**src/rtl/zbt_sram.sv**
```systemverilog
module zbt_sram #(
  parameter int ADDR_W  = 6,
  parameter int LANES   = 4,
  parameter int LANE_W  = 9,
  parameter int BURST_W = 2
) (
  input  logic                    clk,
  input  logic                    rst_n,
  input  logic                    cke_n,
  input  logic                    ce0_n,
  input  logic                    ce1,
  input  logic                    ce2_n,
  input  logic                    adv,
  input  logic                    wr_n,
  input  logic [LANES-1:0]        bwe_n,
  input  logic                    burst_linear,
  input  logic [ADDR_W-1:0]       addr,
  input  logic                    oe_n,
  input  logic [LANES*LANE_W-1:0] dq_in,
  output logic [LANES*LANE_W-1:0] dq_out,
  output logic                    dq_oe
);
  localparam int DATA_W = LANES * LANE_W;
  localparam int DEPTH  = 1 << ADDR_W;

  logic [DATA_W-1:0]  mem [DEPTH];
  logic               act, op_wr, lin_q, brst;
  logic [ADDR_W-1:0]  base;
  logic [BURST_W-1:0] cnt;

  wire selected = !ce0_n && ce1 && !ce2_n;
  wire [BURST_W-1:0] low = lin_q ? base[BURST_W-1:0] + cnt : base[BURST_W-1:0] ^ cnt;
  wire [ADDR_W-1:0]  cur = {base[ADDR_W-1:BURST_W], low};

  always_ff @(posedge clk or negedge rst_n) begin
    if (!rst_n) begin
      act   <= 1'b0;
      brst  <= 1'b0;
      op_wr <= 1'b0;
      lin_q <= 1'b0;
      base  <= '0;
      cnt   <= '0;
    end else if (!cke_n) begin
      if (!adv) begin
        act  <= selected;
        brst <= selected;
        if (selected) begin
          op_wr <= !wr_n;
          base  <= addr;
          lin_q <= burst_linear;
          cnt   <= '0;
        end
      end else begin
        act <= brst;
        if (brst) cnt <= cnt + 1'b1;
      end
    end
  end

  always_ff @(posedge clk) begin
    if (!cke_n && act && op_wr) begin
      for (int i = 0; i < LANES; i++)
        if (!bwe_n[i]) mem[cur][i*LANE_W +: LANE_W] <= dq_in[i*LANE_W +: LANE_W];
    end
  end

  assign dq_out = mem[cur];
  assign dq_oe  = act && !op_wr && !oe_n;
endmodule

```
**config.mk**
```make
export PLATFORM = sky130hd
export DESIGN_NAME = zbt_sram
export DESIGN_NICKNAME = d
export VERILOG_FILES = /design/src/rtl/zbt_sram.sv
export SDC_FILE = /design/constraint.sdc
export NUM_CORES = 2
export LEC_CHECK = 0
export BUFFER_PORTS_ARGS = -buffer_cell sky130_fd_sc_hd__buf_2
export CAP_MARGIN = 40
export CORE_ASPECT_RATIO = 0.6
export CORE_MARGIN = 2
export CORE_UTILIZATION = 39
export DETAILED_ROUTE_END_ITERATION = 10
export SLEW_MARGIN = 0
export SYNTH_ARGS = -nofsm -noshare
export SYNTH_HDL_FRONTEND = slang
export SYNTH_SLANG_ARGS = --single-unit
```
**constraint.sdc**
```tcl
create_clock -name clk -period 6.09 [get_ports clk]
set_clock_uncertainty 0.1 [all_clocks]
set_input_delay 0.3045 -clock clk [delete_from_list [all_inputs] [get_ports clk]]
set_output_delay 0.3045 -clock clk [all_outputs]
set_load 0.05 [all_outputs]
```
==> results.json <==
{
  "grt_pass1_wl_mm": 386,
  "syn_area_per_cell_um2": 18.5,
  "ir_worst_vdd_mv": 0.464,
  "timing.hold.ws_ns": 0.0182,
  "p_clk_share_pct": 30.8,
  "cp_slowest_stage_delay_ns": 0.95,
  "post-place-ws_ns": 1.23,
  "ys.flop_type": "edfxtp_1",
  "hp-class": "in2reg",
  "synth_top_family_by_area": "multiplexers",
  "final_cell_area_mm2": 0.106,
  "powerDensity_mw_per_mm2": 390,
  "antenna_found_initial": 26,
  "synth-simple-area-share_pct": 4.64,
  "end_kind": "primary output",
  "drc_errors": 0,
  "cts_sinks": 2315,
  "synthAdderAreaFrac_pct": 0.0135,
  "insertion_delay_ns": 0.85,
  "finalHoldViolations": 0,
  "htree_levels": 4,
  "internal-power_mw": 28.4,
  "hpwl_mm": 168,
  "muxShareOfSynthArea_pct": 11.8,
  "grt_pass1_vias": 50945,
  "pwr-share-comb_pct": 26.6,
  "clkSlewWorstSetupHoldPaths_ns": 0.07,
  "arrival_ns": 5.32,
  "cts_root_buffer": "clkbuf_16",
  "cts_max_path_buffers": 4,
  "slowest_stage": "dfrtp_1",
  "synth_cell_types": 58,
  "rsz0062_at_grt": "no",
  "row_count": 138,
  "syn_nets": 5071,
  "status": "finished clean",
  "final_cell_mix": "edfxtp_1, mux4_2, buf_4",
  "setup_viol": 0,
  "num-nets-final": 5420,
  "ys_warn_count": 0,
  "grt_use_total_pct": 22.2,
  "synth_xor_xnor_area_share_pct": 0.0782,
  "placed_area_mm2": 0.0995,
  "port_buffers": 92,
  "drt_wl_total_mm": 272,
  "worst_ep_required_time_ns": 5.69,
  "final_util_pct": 44.9,
  "syn_to_final_growth_pct": 14.4,
  "cp_max_fo": 20,
  "post-cts-setup-buffers": 0,
  "cts_tree": "yes",
  "coreArea_mm2": 0.236,
  "wl_per_cell_um": 31.4,
  "drive_gt1_share_pct": 23.0,
  "fin_setup_tns_ns": 0,
  "async_flop_share_pct": 0.475,
  "syn_inst": 5014,
  "swShare_pct": 31.2,
  "synth_seq_cells": 2315,
  "max_freq_ghz": 0.175,
  "grt.overflow.total": 0,
  "synth_edf_count": 2304,
  "timing.final.crit_share_pct": 93.9,
  "worstMarginPinSlew_ns": 0.960,
  "final_antenna_net_count": 0,
  "final_common_cell": "edfxtp_1",
  "syn_area_mm2": 0.0928,
  "critical_path_class": "reg2out",
  "ios": 93,
  "vias": 53071,
  "slew_headroom_pct": 36.0,
  "drtPass1Iterations": 8,
  "first_iter_violations": 8426,
  "initial_core_util_pct": 39.3,
  "report.final.slew_viol_count": 0,
  "startpoint_type": "flip-flop",
  "drv_cap": 0,
  "period_minus_slack_ns": 5.72,
  "seq_area_frac_synth_pct": 74.9,
  "gp_congestion": 0.831,
  "worst_slack_ns": 0.370,
  "synth-compound-area-share_pct": 6.87,
  "die_w_um": 634,
  "crit_chain": "or3b_2 -> nor2_2 -> buf_4 -> o221ai_1 -> a211oi_1 -> or4_1 -> or3_1 -> buf_2",
  "cts_made_buffers": 203,
  "via_per_inst": 6.12,
  "post_cts_resized": 0,
  "switchingPower_mw": 12.9,
  "p_leak_nw": 33.8,
  "die_h_um": 382,
  "grt_start_max_net_pins": 163,
  "dieArea_mm2": 0.242,
  "seqPwrFrac_pct": 42.6
}
## final cells by class
| class | count | area, um2 |
|---|---|---|
| multi-input cells | 2316 | 22000 |
| well taps | 3150 | 3940 |
| clock inverters | 99 | 845 |
| clock buffers | 255 | 5450 |
| inverters | 2 | 17.5 |
| diodes | 8 | 20.0 |
| repair buffers | 525 | 4390 |
| fillers | 20106 | 130000 |
| flip-flops and latches | 2315 | 69500 |
## synthesized netlist by cell type (all sizes together) (8+ instances only)
cell type | n | share of area, %
nor2 | 297 | 1.2
buf | 158 | 0.82
clkbuf | 223 | 0.90
dfrtp | 11 | 0.30
o22ai | 148 | 1.0
mux4 | 412 | 10
and3 | 114 | 0.77
or4 | 31 | 0.25
nor3 | 42 | 0.23
o221ai | 156 | 1.5
a211o | 116 | 1.1
nand3 | 31 | 0.17
or3 | 142 | 0.96
o211ai | 33 | 0.27
a221o | 25 | 0.27
a211oi | 111 | 0.90
o21ai | 11 | 0.059
mux2i | 130 | 1.4
a311o | 18 | 0.19
nor4 | 8 | 0.054
a22oi | 60 | 0.49
mux2 | 34 | 0.41
a21o | 12 | 0.097
a21oi | 117 | 0.63
nand2 | 182 | 0.74
edfxtp | 2304 | 75
## logic make-up after synthesis
| logic type | after synthesis |
|---|---|
| flip-flops | 2315 |
| AND/OR/NAND/NOR | 884 |
| AO/OA/AOI/OAI | 851 |
| multiplexers | 576 |
| buffers and inverters | 383 |
| XOR/XNOR | 4 |
| adder cells (fa/ha/maj) | 1 |
## critical path: cells and delay by family, from the launching register on
kind                   cells  cell delay, ns
AO/OA/AOI/OAI              2            0.79
AND/OR/NAND/NOR            4            1.97
flip-flops                 1            0.95
buffers and inverters      2            0.71
## metal layers
metal  GRT usage, %  share of wire, %  vias to the layer above
li1               -                 -                    21621
met1           34.1                43                    27864
met2           30.5                42                     3195
met3           6.26                12                      385
met5              0             0.014                        -
met4           6.19               3.0                        6
## flip-flops by register name, summed over array words and instances, names as in the netlist
name,count
base,6
brst,1
cnt,2
lin_q,1
mem,2304
op_wr,1
## worst paths after layout
| check | startpoint | endpoint | slack [ns] | depth (start not counted) |
|---|---|---|---|---|
| min reg2reg | op_wr | op_wr | 0.47 | 2 |
| max reg2reg | cnt[0] | mem[33][33] | 1.45 | 6 |
| max in group asynchronous | rst_n | base[2] | 5.00 | 3 |
| max | base[5] | dq_out[6] | 0.37 | 8 |
| min | dq_in[11] | mem[10][11] | 0.02 | 2 |
| min in group asynchronous | rst_n | cnt[0] | 0.45 | 3 |
## through the flow
step           std cells  power, mW
2_1_floorplan       5014       24.9
3_3_place_gp        8072       28.8
3_5_place_dp        8276       28.9
4_1_cts             8656       41.5
5_1_grt             8664       42.6
6_report            8670       41.3
## power by group through the flow
stage                     clock network (mW)  logic, mW  registers, mW
after floorplan                            0       7.03           17.9
after global placement                     0       10.8           18.0
after detailed placement                   0       10.9           18.0
after CTS                               12.9       11.0           17.6
after global routing                    13.5       11.5           17.6
final                                   12.7       11.0           17.6
## repair_timing
action | 4_1_cts | 5_1_grt
hold endpoints to repair | 393 | 0
endpoints found under the setup margin | 0 | 0
hold buffers | 26 | 0
(Power assumes the default switching activity.)
